**src/rtl/valley_ocp_pkg.sv**
```systemverilog
package valley_ocp_pkg;

    typedef enum logic [1:0] {
        PROT_RUN     = 2'd0,
        PROT_HICCUP  = 2'd1,
        PROT_LATCHED = 2'd2
    } prot_state_t;

endpackage

```
**src/rtl/ocp_interval_eval.sv**
```systemverilog
module ocp_interval_eval (
    input  logic clk,
    input  logic rst_n,
    input  logic ls_on_i,
    input  logic oc_flag_i,
    output logic done_o,
    output logic oc_seen_o
);
    typedef struct packed {
        logic ls;
        logic acc;
    } eval_regs_t;

    eval_regs_t r_d, r_q;

    always_comb begin
        r_d     = r_q;
        r_d.ls  = ls_on_i;
        r_d.acc = ls_on_i & (r_q.acc | oc_flag_i);
    end

    always_ff @(posedge clk or negedge rst_n) begin
        if (!rst_n) r_q <= '0;
        else        r_q <= r_d;
    end

    assign done_o    = r_q.ls & ~ls_on_i;
    assign oc_seen_o = r_q.acc;
endmodule

```
**src/rtl/ocp_hiccup_timer.sv**
```systemverilog
module ocp_hiccup_timer #(
    parameter int STEP_CLKS = 400000,
    parameter int STEPS_W   = 7
) (
    input  logic               clk,
    input  logic               rst_n,
    input  logic               start_i,
    input  logic               abort_i,
    input  logic [STEPS_W-1:0] steps_i,
    output logic               expire_o
);
    localparam int PRE_W = (STEP_CLKS > 1) ? $clog2(STEP_CLKS) : 1;
    localparam logic [PRE_W-1:0] PRE_LAST = PRE_W'(STEP_CLKS - 1);

    typedef struct packed {
        logic               active;
        logic [PRE_W-1:0]   pre;
        logic [STEPS_W-1:0] steps;
    } tmr_regs_t;

    tmr_regs_t r_d, r_q;
    logic      tick;

    always_comb begin
        r_d      = r_q;
        tick     = r_q.active && (r_q.pre == PRE_LAST);
        expire_o = tick && (r_q.steps == STEPS_W'(1));
        if (abort_i) begin
            r_d.active = 1'b0;
            r_d.pre    = '0;
        end else if (start_i) begin
            r_d.active = 1'b1;
            r_d.pre    = '0;
            r_d.steps  = steps_i;
        end else if (r_q.active) begin
            if (tick) begin
                r_d.pre   = '0;
                r_d.steps = r_q.steps - STEPS_W'(1);
                if (expire_o) r_d.active = 1'b0;
            end else begin
                r_d.pre = r_q.pre + PRE_W'(1);
            end
        end
    end

    always_ff @(posedge clk or negedge rst_n) begin
        if (!rst_n) r_q <= '0;
        else        r_q <= r_d;
    end
endmodule

```
**src/rtl/valley_ocp_ctrl.sv**
```systemverilog
module valley_ocp_ctrl
    import valley_ocp_pkg::*;
#(
    parameter int OC_TRIP_COUNT = 31,
    parameter int CODE_W        = 6,
    parameter int LIMIT_W       = 5,
    parameter int STEP_CLKS     = 400000,
    parameter int DEFAULT_STEPS = 4
) (
    input  logic               clk,
    input  logic               rst_n,
    input  logic               enable_i,
    input  logic               ls_on_i,
    input  logic               oc_flag_i,
    input  logic               uv_flag_i,
    input  logic               resp_hiccup_i,
    input  logic               hic_prog_en_i,
    input  logic [CODE_W-1:0]  hic_code_i,
    input  logic               clear_faults_i,
    input  logic [LIMIT_W-1:0] limit_code_i,
    output logic [LIMIT_W-1:0] limit_code_o,
    output logic               hs_en_o,
    output logic               shutdown_o,
    output logic               restart_o,
    output logic               fault_o
);
    localparam int CNT_W   = $clog2(OC_TRIP_COUNT + 1);
    localparam int STEPS_W = CODE_W + 1;
    localparam logic [CNT_W-1:0] CNT_LAST = CNT_W'(OC_TRIP_COUNT - 1);

    typedef struct packed {
        prot_state_t      state;
        logic [CNT_W-1:0] cnt;
        logic             hs_ok;
        logic             restart;
        logic             fault;
        logic             en;
    } ctrl_regs_t;

    ctrl_regs_t         r_d, r_q;
    logic               iv_done, iv_oc;
    logic               trip, tmr_start, tmr_expire;
    logic [STEPS_W-1:0] hic_steps;

    ocp_interval_eval u_eval (
        .clk       (clk),
        .rst_n     (rst_n),
        .ls_on_i   (ls_on_i),
        .oc_flag_i (oc_flag_i),
        .done_o    (iv_done),
        .oc_seen_o (iv_oc)
    );

    assign hic_steps = hic_prog_en_i ? ({1'b0, hic_code_i} + STEPS_W'(1))
                                     : STEPS_W'(DEFAULT_STEPS);

    ocp_hiccup_timer #(
        .STEP_CLKS (STEP_CLKS),
        .STEPS_W   (STEPS_W)
    ) u_timer (
        .clk      (clk),
        .rst_n    (rst_n),
        .start_i  (tmr_start),
        .abort_i  (~enable_i),
        .steps_i  (hic_steps),
        .expire_o (tmr_expire)
    );

    always_comb begin
        r_d         = r_q;
        r_d.en      = enable_i;
        r_d.restart = 1'b0;
        trip        = 1'b0;
        tmr_start   = 1'b0;

        if (clear_faults_i) r_d.fault = 1'b0;

        if (!enable_i) begin
            r_d.state = PROT_RUN;
            r_d.cnt   = '0;
            r_d.hs_ok = 1'b1;
            r_d.fault = 1'b0;
        end else begin
            unique case (r_q.state)
                PROT_RUN: begin
                    if (iv_done) begin
                        if (iv_oc) begin
                            r_d.hs_ok = 1'b0;
                            r_d.cnt   = r_q.cnt + CNT_W'(1);
                            trip      = uv_flag_i || (r_q.cnt == CNT_LAST);
                        end else begin
                            r_d.hs_ok = 1'b1;
                            r_d.cnt   = '0;
                        end
                    end
                    if (trip) begin
                        r_d.fault = 1'b1;
                        r_d.cnt   = '0;
                        if (resp_hiccup_i) begin
                            r_d.state = PROT_HICCUP;
                            tmr_start = 1'b1;
                        end else begin
                            r_d.state = PROT_LATCHED;
                        end
                    end
                end
                PROT_HICCUP: begin
                    if (tmr_expire) begin
                        r_d.state   = PROT_RUN;
                        r_d.cnt     = '0;
                        r_d.hs_ok   = 1'b1;
                        r_d.restart = 1'b1;
                    end
                end
                default: r_d.state = PROT_LATCHED;
            endcase
        end
    end

    always_ff @(posedge clk or negedge rst_n) begin
        if (!rst_n) begin
            r_q       <= '0;
            r_q.state <= PROT_RUN;
            r_q.hs_ok <= 1'b1;
            r_q.en    <= 1'b1;
        end else begin
            r_q <= r_d;
        end
    end

    assign shutdown_o   = (r_q.state != PROT_RUN);
    assign hs_en_o      = r_q.hs_ok && r_q.en && (r_q.state == PROT_RUN);
    assign restart_o    = r_q.restart;
    assign fault_o      = r_q.fault;
    assign limit_code_o = limit_code_i;
endmodule

```
**config.mk**
```make
export PLATFORM = sky130hd
export DESIGN_NAME = valley_ocp_ctrl
export DESIGN_NICKNAME = d
export VERILOG_FILES = /design/src/rtl/valley_ocp_pkg.sv /design/src/rtl/ocp_interval_eval.sv /design/src/rtl/ocp_hiccup_timer.sv /design/src/rtl/valley_ocp_ctrl.sv
export SDC_FILE = /design/constraint.sdc
export NUM_CORES = 1
export LEC_CHECK = 0
export ABC_AREA = 0
export BUFFER_PORTS_ARGS = -buffer_cell sky130_fd_sc_hd__buf_2
export CAP_MARGIN = 20
export CORE_MARGIN = 2
export CORE_UTILIZATION = 30
export CTS_CLUSTER_SIZE = 30
export DETAILED_ROUTE_END_ITERATION = 8
export GPL_ROUTABILITY_DRIVEN = 0
export PLACE_DENSITY = 0.59
export SYNTH_ARGS = -nofsm -noshare
export SYNTH_HDL_FRONTEND = slang
export SYNTH_SLANG_ARGS = --single-unit
export TNS_END_PERCENT = 20
```
**constraint.sdc**
```tcl
create_clock -name clk -period 3.45 [get_ports clk]
set_input_delay 0.1725 -clock clk [delete_from_list [all_inputs] [get_ports clk]]
set_output_delay 0.1725 -clock clk [all_outputs]
set_load 0.05 [all_outputs]
```
* Word-level counts from Yosys, hierarchy flattened
Index checks and enable logic that the tools add are counted.
** Word-level totals
- Register bits after elaboration :: 40
** Cells by class
- $add $sub $neg :: 4
- Eq/ne operators :: 10
- Mux-type cells :: 30
- Bitwise gates (word level) :: 4
- Reductions and logical operators :: 13
** Operators by type and width (count)
- $mux W27 :: 2
- $mux W7 :: 3
- $mux W20 :: 1
- $add A19 B1 Y19 const B :: 1
- $eq A19 B19 Y1 const B :: 1
- $mux W19 :: 1
- $mux W1 :: 16
- $mux W6 :: 2
- $pmux W6 S2 :: 1
- $mux W9 :: 1
- $reduce_and A3 Y1 :: 3
- $mux W8 :: 1
- $add A6 B1 Y7 const B :: 1
- $eq A7 B1 Y1 const B :: 1
- $sub A7 B1 Y7 const B :: 1
- $ne A3 B1 Y1 const B :: 2
- $ne A3 B3 Y1 const B :: 2
- $reduce_bool A2 Y1 :: 3
- $add A5 B1 Y5 const B :: 1
- $eq A5 B5 Y1 const B :: 1
- $logic_and A1 B1 Y1 :: 4
- $ne A4 B3 Y1 const B :: 1
- $pmux W2 S2 :: 1
- $ne A3 B2 Y1 const B :: 1
- other kinds (8) :: 9

* Logic depth before layout (Yosys ltp)
Gate-level depths: netlist (run 1).
- Depth after elaboration :: 11
- Gate-level depth with buffers :: 8
- Mapped depth without buffers :: 7

* Hierarchy
Synthesis (run 1) repeated with hierarchy kept, for this count alone.
** Second synthesis, totals
- Cells, all modules :: 268
- Area, all modules :: 2434.8 µm²
** Modules (own cells, without submodules)
- ocp_hiccup_timer :: instances 1, cells an instance 185, area each 1645.3 µm², sequential area each 675.6 µm²
- valley_ocp_ctrl :: instances 1, cells an instance 79, area each 725.7 µm², sequential area each 277.8 µm²
- ocp_interval_eval :: instances 1, cells an instance 4, area each 63.8 µm², sequential area each 50.0 µm²

* Worst setup path after synthesis (run 1)
OpenSTA, ideal clock, no wires.
- Kind :: register to register
- Start :: reg u_timer.r_q[17] (netlist name)
- End :: reg r_q[4] (netlist name)
- Library setup time :: 0.128 ns
- Arrival time :: 1.860 ns
- Required time :: 3.322 ns
- Path slack :: 1.462 ns
- Stages on the path, launching flop included :: 7
- Path buffers :: 1
- Path through :: dfrtp_1 > nor4_4 > and4_1 > buf_6 > nand4_4 > o211ai_4 > mux2_1
** Between the ends
- Word-level cells in the longest chain between the ends :: 5
** RTL lines
- from (decl) :: RTL line ocp_hiccup_timer.sv:21 : tmr_regs_t r_d, r_q;
- from (signal assigned) :: RTL line ocp_hiccup_timer.sv:48 : else r_q <= r_d;
- $eq A19 B19 Y1 :: RTL line ocp_hiccup_timer.sv:26 : tick = r_q.active && (r_q.pre == PRE_LAST);
- $logic_and A1 B1 Y1 :: RTL line ocp_hiccup_timer.sv:26
- $logic_and A1 B1 Y1 :: RTL line ocp_hiccup_timer.sv:27 : expire_o = tick && (r_q.steps == STEPS_W'(1));
- $ne A3 B3 Y1 (no line)
- $reduce_and A3 Y1 (no line)
- to (signal assigned) :: RTL line valley_ocp_ctrl.sv:127 : r_q <= r_d;
- to (decl) :: RTL line valley_ocp_ctrl.sv:40 : ctrl_regs_t r_d, r_q;
Every way passes these cells.
A chain may end at the register's enable or synchronous reset.

* Worst setup path after layout (run 1)
- Start :: reg u_timer.r_q[10] (netlist name)
- End :: reg r_q[4] (netlist name)
The elaborated chain is that of the path after synthesis.

==> results of run 1 <==
state kept, by name, indices dropped and copies added (netlist names):
register / flops
u_timer.r_q: 27
u_eval.r_q: 1
restart_o: 1
fault_o: 1
r_q: 9
u_eval.oc_seen_o: 1
logic make-up after synthesis:
family,count (synthesis),share of synthesized area
AOI/OAI and AO/OA,50,0.140
xor gates and xnor gates,12,0.0414
adders and majority gates,6,0.0296
buffers and inverters,24,0.0473
DFF,40,0.395
muxes,5,0.0212
and+or+nand+nor,140,0.325
metal layers:
| layer | GRT usage | up-vias |
|---|---|---|
| met3 | 0.0258 | 10 |
| met4 | 0.0464 | 0 |
| li1 | - | 1047 |
| met2 | 0.227 | 46 |
| met5 | 0 | - |
| met1 | 0.181 | 1064 |
area by class of cell:
| class | count | area share |
|---|---|---|
| clock buffers | 6 | 0.0298 |
| multi-input cells | 213 | 0.510 |
| flip-flops and latches | 40 | 0.362 |
| well taps | 105 | 0.0473 |
| clock inverters | 2 | 0.00541 |
| inverters | 8 | 0.0108 |
| repair buffers | 19 | 0.0352 |
power by group through the flow:
stage / Sequential, uW / Clock [uW] / Combinational, uW
4_1_cts: 515 / 354 / 120
6_report: 516 / 339 / 118
5_1_grt: 518 / 377 / 134
3_3_place_gp: 524 / 0 / 118
3_5_place_dp: 524 / 0 / 120
2_1_floorplan: 518 / 0 / 94.6
layout by cell type (no fill, tap or decap), drive strengths merged, types with 3 or more instances in the layout:
cell / instances
dfrtp: 38
a21oi: 10
o211ai: 3
nor2: 26
and3: 7
nor4: 10
nor3: 6
o41ai: 3
o21ai: 9
a31oi: 5
ha: 6
xor2: 6
nand4: 14
mux2: 3
nand3b: 5
xnor2: 6
inv: 7
nand2: 30
o21a: 3
buf: 19
or4: 3
clkbuf: 6
a41oi: 3
nand3: 22
per-stage QoR:
step | instances | worst slack, ns | utilization | hold slack (ns)
6_report | 393 | 1.13 | 0.338 | -0.0105
3_3_place_gp | 385 | 1.20 | 0.326 | 0.345
4_1_cts | 393 | 1.11 | 0.338 | 0.0212
2_1_floorplan | 277 | 1.46 | - | -0.123
3_5_place_dp | 385 | 1.13 | 0.326 | 0.345
5_1_grt | 393 | 0.921 | 0.338 | 0.0319
worst max path at each step:
stage | startpoint | endpoint | cells after the start
after global routing | u_timer.r_q[10]$_DFFE_PN0P_ | u_timer.r_q[25]$_DFFE_PN0P_ | 5
after CTS | u_timer.r_q[17]$_DFFE_PN0P_ | r_q[4]$_DFFE_PN0P_ | 5
after detailed placement | u_timer.r_q[17]$_DFFE_PN0P_ | r_q[4]$_DFFE_PN0P_ | 5
final | u_timer.r_q[10]$_DFFE_PN0P_ | r_q[4]$_DFFE_PN0P_ | 5
after floorplan | u_timer.r_q[17]$_DFFE_PN0P_ | r_q[4]$_DFFE_PN0P_ | 6
after global placement | u_timer.r_q[17]$_DFFE_PN0P_ | r_q[5]$_DFFE_PN0P_ | 5
==> summary.txt, run 1 <==
Via-to-Cell Ratio = 5.51
Placement Cell Area = 2680 um2
# port buffers = 18
placement row count = 33
placed wire-length estimate = 3980 um
startpoint types = flip-flop
HP Class = in2async
antenna cells = 0
Total GRT Usage = 0.138
skew final = 0.0107 ns
H-tree Lvls = 2
initial core utilization = 0.309
CTS tree = built
Met3 Routed Length = 216 um
layout cells sized above 1 = 0.146
Sw Share = 0.282
Critical Path RT = 3.63 ns
endpoint type of the worst setup path = flip-flop
vias in the first global route = 2069
Synth Warn # = 0
PD cells = 351 nW/um2
grt ovf = 0
switching power = 275 uW
Final Setup Violations = 0
DR iter-0 viols = 148
area share of the largest cell type after synthesis = 0.375
total power draw = 973 uW
Post-Syn Nets = 303
Final Cell Area = 2780 um2
final hold viol count = 9
top cells by count, synth = 38 x dfrtp_1, 30 x nand2_1, 25 x nor2_1, 22 x nand3_1, 12 x nand4_1
metal1 wirelength = 2660 um
DRT Wirelength = 5700 um
total CTS buffers = 5
clock power share = 0.349
max_cap viols = 0
worst-path cell chain = nand4_1, nor2_4, nand4_4, o211ai_4, mux2_1
largest net degree at the start of global routing = 41
Yosys cell types = 55
Largest delay share family, worst path = simple AND/OR/NAND/NOR gates
peak supply drop = 0.000148 V
Syn-to-layout area delta = 9.31%
area leader, netlist = dfrtp_1
Sequential Power Share = 0.530
failing checks = hold timing
period utilization = 0.673
Worst path slowest cell = nand4_1
drt wl/cell = 14.5 um
Synth Instances = 277
Antenna Nets Post-Route = 0
Die Ht = 96.0 um
Die ar. = 9210 um2
met2 WL = 2720 um
worst reg-to-reg setup slack = 1.13 ns
relative slew slack = 0.397
RSZ-0062 raised after global routing = false
initial antenna violation count = 0
Clk pin slew, worst setup/hold paths = 0.09 ns
clock sink total = 40
Pleak = 0.00114 uW
RR Startpoint = u_timer.r_q[10]$_DFFE_PN0P_
max layer used = met4
final-report max-slew violation count = 0
DIE WIDTH = 96.0 um
first-pass GRT wire length = 9960 um
Post-synth EDFFs = 0
# hold bufs at CTS = 0
Area contributors post-synth = dfrtp_1 37%, nand2_1 4.4%, nand3_1 4.3%
# DRC = 0
crit-path max cell delay = 0.50 ns
1st-pass router iterations = 4
Post-Syn Area = 2540 um2
Internal = 698 uW
Worst-Skew Late Latency = 0.31 ns
multi-input logic area = 1420 um2
Gate power share = 0.121
Vias = 2167
Setup TNS = 0 ns
Post-CTS Setup Repair Bufs = 0
FF/Latch Area = 1000 um2
part of the Yosys area used for sequential elements = 0.395
WP buf/inv = 0
Nets = 313
Main synth FF type = dfrtp_1
#FFs+latches synth = 40
R2R depth = 5
fill count = 836
most frequent cell after synthesis = dfrtp_1
Clk Tree Root Cell = clkbuf_8
status = finished with violations
PostCTS Resize Cnt = 0
minimum clock period = 2.32 ns
Core ar. = 8220 um2
worst-path fanout max = 11
Worst EP arrival = 2.51 ns
highest clock rate = 0.431 GHz
FF-to-FF End = r_q[4]$_DFFE_PN0P_
Avg Cell Area, Syn = 9.16 um2
critical path class = reg2reg
CTS Buffer Depth = 2
IO Count = 29
slew at the pin with the worst max-slew slack = 0.904 ns
post-synthesis async set-or-reset flop share = 1.00
worst hold margin = -0.0105 ns
No activity file was read; power rests on OpenSTA's default activity.
==> inputs of run 2 (changes only) <==
PLACE_DENSITY = 0.6   (was 0.59)
clock period = 2.1 ns   (was 3.45 ns; I/O delays follow)
==> summary.txt, run 2 (synthesis results as in run 1) <==
status = finished clean
Setup TNS = 0 ns
Pleak = 0.00136 uW
commonest non-fill, non-tap cells in the layout = 37 x dfrtp_1, 29 x nand2_1, 28 x buf_4
Die ar. = 9210 um2
Sw Share = 0.253
antenna cells = 0
clock power share = 0.395
HP Class = in2reg
Worst-Skew Late Latency = 0.30 ns
placement row count = 33
Syn-to-layout area delta = 22.2%
# port buffers = 18
clock sink total = 40
Largest Register = u_timer.r_q
critical path class = reg2reg
layout cells sized above 1 = 0.234
worst-path fanout max = 5
CTS tree = built
IO Count = 29
Critical Path RT = 2.30 ns
DIE WIDTH = 96.0 um
switching power = 447 uW
endpoint type of the worst setup path = flip-flop
Vias = 2305
slew at the pin with the worst max-slew slack = 0.484 ns
Gate power share = 0.127
H-tree Lvls = 2
first-pass GRT wire length = 11200 um
vias in the first global route = 2338
peak supply drop = 0.000337 V
startpoint types = flip-flop
max_cap viols = 0
DRT Wirelength = 6250 um
Core ar. = 8220 um2
largest registers = u_timer.r_q: 27 flops, r_q: 9 flops
grt ovf = 0
Worst EP arrival = 2.22 ns
RSZ-0062 raised after global routing = false
drt wl/cell = 14.7 um
initial core utilization = 0.309
skew final = 0.00958 ns
CTS Buffer Depth = 2
DR iter-0 viols = 122
Sequential Power Share = 0.478
Total GRT Usage = 0.153
final-report max-slew violation count = 0
Internal = 1320 uW
fill count = 806
post-route insts no fill = 425
1st-pass router iterations = 4
Post-CTS Setup Repair Bufs = 0
commonest non-fill, non-tap cell in the layout = dfrtp_1
period utilization = 0.959
Antenna Nets Post-Route = 0
Clk pin slew, worst setup/hold paths = 0.08 ns
placed wire-length estimate = 4770 um
largest net degree at the start of global routing = 20
Final Setup Violations = 0
highest clock rate = 0.496 GHz
Nets = 345
# DRC = 0
total CTS buffers = 5
Die Ht = 96.0 um
Clk Tree Root Cell = clkbuf_8
placed cells = 413
relative slew slack = 0.674
minimum clock period = 2.01 ns
Via-to-Cell Ratio = 5.42
initial antenna violation count = 0
PD cells = 570 nW/um2
max FFs per register = 27
final hold viol count = 0
-- run 2: worst paths after layout --
kind	depth (start not counted)	startpoint	slack, ns	end
setup / recovery	5	r_q[9]$_DFFE_PN0P_	0.09	u_timer.r_q[4]$_DFFE_PN0P_
hold / removal	4	clear_faults_i	0.12	fault_o$_DFF_PN0_
setup reg to reg	5	r_q[9]$_DFFE_PN0P_	0.09	u_timer.r_q[4]$_DFFE_PN0P_
hold reg to reg	1	r_q[8]$_DFFE_PN0P_	0.53	r_q[8]$_DFFE_PN0P_
max in group asynchronous	3	rst_n	1.38	u_timer.r_q[10]$_DFFE_PN0P_
min in group asynchronous	2	rst_n	0.19	restart_o$_DFF_PN0_
-- run 2: through the flow --
step | area, um2 | power (uW) | util | worst slack, ns | hold slack (ns)
2_1_floorplan | 2540 | 1010 | - | 0.112 | -0.191
3_3_place_gp | 2900 | 1070 | 0.353 | 0.0880 | -0.0352
3_5_place_dp | 2900 | 1080 | 0.353 | 0.0527 | -0.0286
4_1_cts | 3070 | 1790 | 0.373 | 0.0601 | 0.115
5_1_grt | 3100 | 1860 | 0.378 | 0.00473 | 0.144
6_report | 3100 | 1770 | 0.378 | 0.0857 | 0.123
-- run 2: cell type report --
type	count	area, um2	area share
repair buffers	51	360	0.116
well taps	105	131	0.0423
multi-input cells	213	1450	0.467
inverters	8	30.0	0.00968
clock inverters	1	30.0	0.00968
flip-flops and latches	40	1000	0.324
clock buffers	7	96.3	0.0310
-- run 2: what timing repair did --
item	in CTS	in global routing
resized for setup	0	7
setup endpoints to repair	0	6
hold buffers	4	0
hold endpoints to repair	44	0
-- run 2: critical path, cell delays in order, from the launching register on --
cell and delay (ns):
dfrtp_1 0.43, or4b_4 0.60, nor3b_4 0.35, nand3_2 0.15, and3_1 0.18, a221oi_1 0.20
-- run 2: layer usage --
| metal | wire length [um] | part of all wire | up-vias | global-route usage |
|---|---|---|---|---|
| met5 | 0 | 0 | - | 0 |
| met4 | 106 | 0.017 | 0 | 0.0488 |
| met3 | 210 | 0.034 | 9 | 0.0180 |
| met2 | 3010 | 0.48 | 52 | 0.258 |
| met1 | 2920 | 0.47 | 1129 | 0.205 |
| li1 | - | - | 1115 | - |
-- run 2: power by group through the flow --
stage / registers (uW) / clock network [uW] / logic, uW
2_1_floorplan: 851 / 0 / 155
5_1_grt: 852 / 752 / 252
3_3_place_gp: 857 / 0 / 214
3_5_place_dp: 857 / 0 / 219
6_report: 844 / 698 / 225
4_1_cts: 843 / 719 / 226
